### config.mk
export PLATFORM = sky130hd
export DESIGN_NAME = octal_parity_xcvr
export DESIGN_NICKNAME = d
export VERILOG_FILES = /design/src/rtl/xcvr_pkg.sv /design/src/rtl/xor_tree.sv /design/src/rtl/drive_ctrl.sv /design/src/rtl/parity_unit.sv /design/src/rtl/octal_parity_xcvr.sv
export SDC_FILE = /design/constraint.sdc
export NUM_CORES = 1
export LEC_CHECK = 0
export BUFFER_PORTS_ARGS = -buffer_cell sky130_fd_sc_hd__buf_2
export CAP_MARGIN = 20
export CORE_AREA = 3 3 40 42
export DETAILED_ROUTE_END_ITERATION = 16
export DIE_AREA = 0 0 43 45
export PLACE_DENSITY = 0.77
export SYNTH_ARGS = -nofsm -noshare
export SYNTH_HDL_FRONTEND = slang
export SYNTH_SLANG_ARGS = --single-unit
export TNS_END_PERCENT = 30
### constraint.sdc
create_clock -name vclk -period 1.25
set_clock_uncertainty 0.05 [all_clocks]
set_input_delay 0.25 -clock vclk [all_inputs]
set_output_delay 0.25 -clock vclk [all_outputs]
set_load 0.02 [all_outputs]
### src/rtl/xcvr_pkg.sv
package xcvr_pkg;
  typedef enum logic {
    FLOW_B2A = 1'b0,
    FLOW_A2B = 1'b1
  } flow_e;

  typedef enum logic {
    SCHEME_EVEN = 1'b0,
    SCHEME_ODD  = 1'b1
  } scheme_e;

  typedef struct packed {
    logic a_drv;
    logic b_drv;
    logic par_drv;
    logic err_drv;
  } drive_t;
endpackage

### src/rtl/xor_tree.sv
module xor_tree #(
  parameter int WIDTH = 8
) (
  input  logic [WIDTH-1:0] vec_i,
  output logic             odd_o
);
  logic [WIDTH-1:0] acc;

  assign acc[0] = vec_i[0];

  generate
    for (genvar g = 1; g < WIDTH; g++) begin : g_stage
      assign acc[g] = acc[g-1] ^ vec_i[g];
    end
  endgenerate

  assign odd_o = acc[WIDTH-1];
endmodule

### src/rtl/drive_ctrl.sv
module drive_ctrl
  import xcvr_pkg::*;
(
  input  logic   en_n,
  input  flow_e  flow,
  output drive_t drv
);
  logic active;

  always_comb begin
    active      = ~en_n;
    drv.a_drv   = active && (flow == FLOW_B2A);
    drv.b_drv   = active && (flow == FLOW_A2B);
    drv.par_drv = active && (flow == FLOW_A2B);
    drv.err_drv = active && (flow == FLOW_B2A);
  end
endmodule

### src/rtl/parity_unit.sv
module parity_unit
  import xcvr_pkg::*;
(
  input  scheme_e scheme,
  input  logic    a_odd,
  input  logic    b_odd,
  input  logic    par_in,
  output logic    par_gen,
  output logic    chk_ok
);
  logic scheme_bit;

  always_comb begin
    scheme_bit = (scheme == SCHEME_ODD);
    par_gen    = a_odd ^ scheme_bit;
    chk_ok     = ~(b_odd ^ par_in ^ scheme_bit);
  end
endmodule

### src/rtl/octal_parity_xcvr.sv
module octal_parity_xcvr
  import xcvr_pkg::*;
#(
  parameter int DATA_W = 8
) (
  input  logic              en_n,
  input  logic              dir,
  input  logic              odd_sel,
  input  logic [DATA_W-1:0] a_i,
  output logic [DATA_W-1:0] a_o,
  output logic [DATA_W-1:0] a_oe,
  input  logic [DATA_W-1:0] b_i,
  output logic [DATA_W-1:0] b_o,
  output logic [DATA_W-1:0] b_oe,
  input  logic              par_i,
  output logic              par_o,
  output logic              par_oe,
  output logic              err_n_o,
  output logic              err_oe
);
  flow_e   flow;
  scheme_e scheme;
  drive_t  drv;
  logic    a_odd;
  logic    b_odd;

  assign flow   = flow_e'(dir);
  assign scheme = scheme_e'(odd_sel);

  drive_ctrl u_drive (
    .en_n (en_n),
    .flow (flow),
    .drv  (drv)
  );

  xor_tree #(.WIDTH(DATA_W)) u_tree_a (
    .vec_i (a_i),
    .odd_o (a_odd)
  );

  xor_tree #(.WIDTH(DATA_W)) u_tree_b (
    .vec_i (b_i),
    .odd_o (b_odd)
  );

  parity_unit u_par (
    .scheme  (scheme),
    .a_odd   (a_odd),
    .b_odd   (b_odd),
    .par_in  (par_i),
    .par_gen (par_o),
    .chk_ok  (err_n_o)
  );

  assign a_o    = b_i;
  assign b_o    = a_i;
  assign a_oe   = {DATA_W{drv.a_drv}};
  assign b_oe   = {DATA_W{drv.b_drv}};
  assign par_oe = drv.par_drv;
  assign err_oe = drv.err_drv;
endmodule

# After elaboration in Yosys (flattened, before gate mapping)
# Cells that the tools add are included.
[op_classes]
bitwise_logic = 20
reduce_logical = 2
[ops]
columns = ["operator", "count"]
rows = [
  ["$xor 1x1->1", 17],
  ["$not 1->1", 3],
  ["$logic_and 1x1->1", 2],
]
[totals]
reg_bits = 0
input_bits = 20
output_inout_bits = 36
elab_cells = 22

# Depth between registers and ports, before layout
# Gate-level depths: netlist (run 1).
[logic_depth]
ltp_word = 10
depth_mapped = 3
depth_no_buf = 3

# Modules after synthesis
# A second synthesis (run 1) with hierarchy kept.
[unflattened]
cells_unflattened = 50
area_unflattened_um2 = 411.6
[by_module_without_submodules]
columns = ["module", "n_inst", "cells_each", "area_per_inst_um2", "seq_area_each_um2"]
rows = [
  ["octal_parity_xcvr", 1, 30, 225.2, 0.0],
  ["xor_tree", 2, 7, 61.3, 0.0],
  ["drive_ctrl", 1, 4, 32.5, 0.0],
  ["parity_unit", 1, 2, 31.3, 0.0],
]

# Worst setup path after synthesis (run 1)
# No wires, ideal clock.
[synth_path]
path_kind = "input to output"
start = "input a_i[7]"
end = "output par_o"
t_arrival_ps = 1195
required_ps = 950
setup_slack_ps = -245
path_stages = 3
n_path_buf = 0
path_cell_list = "xnor2_1 xnor3_1 xnor2_1"
[synth_via]
elab_chain_cells = 2
[synth_lines]
columns = ["item", "line", "source"]
rows = [
  ["from (decl)", "octal_parity_xcvr.sv:9", "input logic [DATA_W-1:0] a_i,"],
  ["$xor 1x1->1", "xor_tree.sv:13", "assign acc[g] = acc[g-1] ^ vec_i[g];"],
  ["$xor 1x1->1", "parity_unit.sv:15", "par_gen = a_odd ^ scheme_bit;"],
  ["to (decl)", "octal_parity_xcvr.sv:16", "output logic par_o,"],
]
# Every way passes these cells.

# Worst setup path in the final report (run 1)
[layout_path]
start = "input b_i[7]"
end = "output err_n_o"
[layout_via]
elab_chain_cells = 4
[layout_lines]
columns = ["item", "line", "source"]
rows = [
  ["from (decl)", "octal_parity_xcvr.sv:12", "input logic [DATA_W-1:0] b_i,"],
  ["$xor 1x1->1", "xor_tree.sv:13", ""],
  ["$xor 1x1->1 (2 in series)", "parity_unit.sv:16", "chk_ok = ~(b_odd ^ par_in ^ scheme_bit);"],
  ["$not 1->1", "parity_unit.sv:16", ""],
  ["to (decl)", "octal_parity_xcvr.sv:18", "output logic err_n_o,"],
]
# Every way passes these cells.

==> results.yml, run 1 <==
floorplan:
  die_area_um2: 1940
  row_count: 13
  io_pins: 56
  die_h_um: 45
  initial_utilization_pct: 31.8
  core_area_um2: 1280
  die_x_um: 43
global_routing:
  grt_pass1_wl_um: 1040
  first_global_vias: 271
  track_usage_pct: 6.49
  grt_max_degree: 10
  antenna_found_initial: 0
  overflow: 0
synthesis:
  synth_area_um2: 409
  synth_area_leaders: "buf_4 (59%), xnor2_1 (24%), xnor3_1 (11%), xor2_1 (4.3%), nor2b_1 (1.5%)"
  synthDominantCellAreaShare_pct: 58.7
  syn_nets: 69
  yosysWarningCount: 0
  synth.yosys.seq_area_share_pct: 0
  synth_cell_type_count: 6
  syn_inst: 49
  post-synth-top-area-cell: "buf_4"
  synth.avg_cell_area_um2: 8.35
detailed_routing:
  initialDrtViolationCount: 0
  routed_wl_um: 848
  vias_per_cell: 3.82
  dr.pass1.iters: 1
  drtAntennaViolNets: 0
  wire_per_inst_um: 9.53
  num_vias: 340
  drc: 0
status:
  violations: "negative setup slack"
  status: "finished with violations"
final_layout:
  area_delta_synth_final_pct: 38.2
  fill_cells: 131
  multi_input_area_um2: 219
  nClkBuffers: 0
  layout.nets: 96
  drive_gt1_share_pct: 87.8
  final_cell_area_um2: 566
  n_sequential_cell: 0
  regArea_um2: 0
  n_antenna_cell: 0
setup_path:
  cp_num_buf_inv: 2
  arrival_ps: 1250
  slowest_delay_ps: 380
  crit_fanout: 2
  cp_top_family: "XOR/XNOR gates"
  critPathCaptureType: "output pin"
  start_kind: "input pin"
  crit_chain: "buf_2, xnor2_1, xnor3_1, xnor2_2, buf_4"
  worstPathRequired_ps: 950
  worst-setup-path-type: "input pin to output pin"
  cpMaxStageDelayCell: "xnor3_1"
pwr:
  irDropWorstVdd_mv: 0.360
  leakage_nw: 0.355
  power_density_nw_per_um2: 767
  total_power_uw: 434
sta:
  hold_violations: 0
  grt_setup_unrepaired: "yes"
  hold_ws_ps: 669
  fmax_mhz: 645
  worst_pin_slew_ps: 271
  setup_viol: 2
  final_max_slew_viol_count: 0
  min_period_over_period_pct: 124
  final.setup.worst_slack_ps: -301
  relSlewSlack_pct: 81.8
  period_needed_ps: 1550
  setup_tns_ps: -576
hold_path:
  min_path_type: "input pin to output pin"
cts:
  cts-hold-fix-buffers: 0
run:
  drv_cap: 0
placement:
  gp_congestion: 0.647
  dpl.hpwl_um: 756
  place_area_um2: 500
  io_buffers: 56
==> cells in the mapped netlist, drive strengths merged <==
| master | instances |
|---|---|
| nor2 | 1 |
| buf | 32 |
| xor2 | 2 |
| nor2b | 1 |
| xnor2 | 11 |
| xnor3 | 2 |
==> cell usage in the layout (no fill, tap or decap), drive strengths merged <==
cell type	instances
xor2	2
buf	57
xnor2	11
xnor3	2
nor2	1
nor2b	1
==> per-layer routing <==
metal	part of all wire (%)	global-route usage [%]	vias up
met5	0	0	-
met4	0	0	0
met3	14	0.398	0
met2	61	14.7	28
met1	25	6.75	143
li1	-	-	169
==> cell type report <==
type | instances | share of cell area (%)
Timing Repair Buffer | 57 | 58.0
Tap cell | 15 | 3.32
Multi-Input combinational cell | 17 | 38.7
==> repair_timing <==
action,CTS,global route
buffers inserted,0,0
pin swaps,3,6
endpoints found under the setup margin,2,11
resized for setup,4,10
==> kinds of logic (layout without fill, tap and decap cells) <==
logic type / Yosys count / after routing / share of synthesized area, %
XOR/XNOR: 15 / 15 / 38.8
AND/OR/NAND/NOR: 2 / 2 / 2.45
buffers and inverters: 32 / 57 / 58.7
==> power by group <==
| part | total (mW) | internal, mW | switching, mW |
|---|---|---|---|
| Clock | 0 | 0 | 0 |
| Sequential | 0 | 0 | 0 |
| Combinational | 0.434 | 0.213 | 0.220 |
==> metrics by stage <==
stage,util [%],worst slack (ps),instances
floorplan,-,-132,49
global placement,38.9,-293,89
detailed placement,38.9,-332,89
CTS,40.8,-321,89
global route,44.0,-363,89
finish,44.0,-301,89
==> worst paths after layout <==
path | cells after the start | slack, ps | start | endpoint
min | 2 | 670 | b_i[3] | a_o[3]
max | 5 | -300 | b_i[7] | err_n_o
Power figures use the tool's default switching activity.
==> run 2, diff against run 1 <==
Settings changed: CAP_MARGIN 20 to not set, MAX_ROUTING_LAYER set to met4, PLACE_DENSITY 0.77 to 0.78, SYNTH_HIERARCHICAL set to 1.
==> results.yml, run 2 <==
sta:
  hold_violations: 0
  hold_ws_ps: 671
  fmax_mhz: 657
  setup_viol: 2
  relSlewSlack_pct: 85.2
  grt_setup_unrepaired: "yes"
  setup_tns_ps: -481
  worst_pin_slew_ps: 221
  final_max_slew_viol_count: 0
  period_needed_ps: 1520
  min_period_over_period_pct: 122
  final.setup.worst_slack_ps: -271
placement:
  dp_slack_ps: -327
  place_area_um2: 487
  io_buffers: 56
  numPlacedInstances: 90
  gp_congestion: 0.613
synthesis:
  yosysWarningCount: 6
  synth_area_um2: 412
  synth.most_common_cell: "buf_4"
  synth_area_leaders: "buf_4 (58%), xnor2_1 (26%), xor2_1 (6.4%), xnor3_1 (5.5%), nor2b_4 (3.3%)"
  synth.avg_cell_area_um2: 8.23
  synth_cell_type_count: 6
  syn_nets: 70
  syn_inst: 50
  post-synth-top-area-cell: "buf_4"
  synth_top_cells_by_count: "buf_4 (32), xnor2_1 (12), xor2_1 (3)"
  synthDominantCellAreaShare_pct: 58.4
  synth.yosys.seq_area_share_pct: 0
detailed_routing:
  vias_per_cell: 3.79
  top_layer_used: "met3"
  drtAntennaViolNets: 0
  wl_met1_um: 181
  dr.pass1.iters: 2
  drc: 0
  wire_per_inst_um: 10.2
  routed_wl_um: 922
  wl_met2_um: 621
  num_vias: 341
  met3_length_um: 118
  initialDrtViolationCount: 1
pwr:
  irDropWorstVdd_mv: 0.326
  total_power_uw: 497
  leakage_nw: 0.385
  power_density_nw_per_um2: 756
final_layout:
  n_sequential_cell: 0
  final_common_cell: "buf_2"
  fin_util_pct: 51.1
  layout_common_cells: "buf_2 (43), buf_6 (11), xnor2_2 (8), xnor2_1 (3)"
  final_cell_area_um2: 657
  n_antenna_cell: 0
  regArea_um2: 0
  area_delta_synth_final_pct: 59.6
  fill_cells: 119
  drive_gt1_share_pct: 94.7
  fin_cells: 90
  layout.nets: 97
  nClkBuffers: 0
floorplan:
  io_pins: 56
  initial_utilization_pct: 32.0
  core_area_um2: 1280
  die_h_um: 45
  die_x_um: 43
  die_area_um2: 1940
  row_count: 13
setup_path:
  crit_chain: "buf_2, xnor2_2, xnor2_1, xnor2_1, xnor3_2, buf_6"
  critPathCaptureType: "output pin"
  arrival_ps: 1220
  crit_start: "b_i[3]"
  cpMaxStageDelayCell: "xnor3_2"
  worstPathRequired_ps: 950
  slowest_delay_ps: 270
  cpMostUsedCell: "xnor2_1"
  crit_fanout: 2
  start_kind: "input pin"
  worst-setup-path-type: "input pin to output pin"
status:
  status: "finished with violations"
  violations: "negative setup slack"
hold_path:
  min-delay-start: "b_i[7]"
  min_path_type: "input pin to output pin"
global_routing:
  grt_max_degree: 10
  first_global_vias: 297
  antenna_found_initial: 0
  grt_pass1_wl_um: 1160
  overflow: 0
  track_usage_pct: 7.38
run:
  drv_cap: 0
cts:
  cts-hold-fix-buffers: 0
==> run 2: cell types whose count changed in the layout (fill, tap and decap cells not counted), moves of 2 or more <==
cell | before | now
buf_2 | 49 | 43
buf_6 | 4 | 11
xnor2_1 | 5 | 3
xnor2_2 | 6 | 8
xnor3_1 | 2 | 0
xor2_2 | 0 | 2
==> run 2: worst max-delay path: cells and delay by family <==
family / cells / cell delay [ps]
xor gates and xnor gates: 4 / 710
buffers and inverters: 2 / 260
==> run 2: per-layer routing <==
layer / vias to the layer above / track usage [%]
met5: - / -
met4: 0 / 0
met3: 0 / 0
met2: 25 / 17.4
met1: 148 / 6.75
li1: 168 / -
==> run 2: layout make-up <==
class                      instances  area, um^2  share of cell area, %
tap                               15        18.8                   2.86
multi-input combinational         18         269                   41.0
timing repair buffer              57         369                   56.2
==> run 2: worst paths after layout <==
check / slack (ps) / cells after the start / end
setup / recovery: -270 / 6 / err_n_o
hold / removal: 670 / 2 / a_o[7]
==> run 2: repair_timing <==
item,in CTS,in global routing
pin swaps,7,9
setup buffers,0,0
setup endpoints to repair,2,11
resized for setup,11,21
endpoints found under the hold margin,0,0
==> run 2: kinds of logic (layout without fill, tap and decap cells) <==
logic type                Yosys count  after routing  synth area share [%]
buffers and inverters              32             57                  58.4
and+or+nand+nor                     2              2                  4.25
xor gates and xnor gates           16             16                  37.4
==> run 2: where the power goes <==
group	total [mW]	switching [mW]	internal [mW]
sequential	0	0	0
combinational	0.497	0.244	0.253
clock	0	0	0
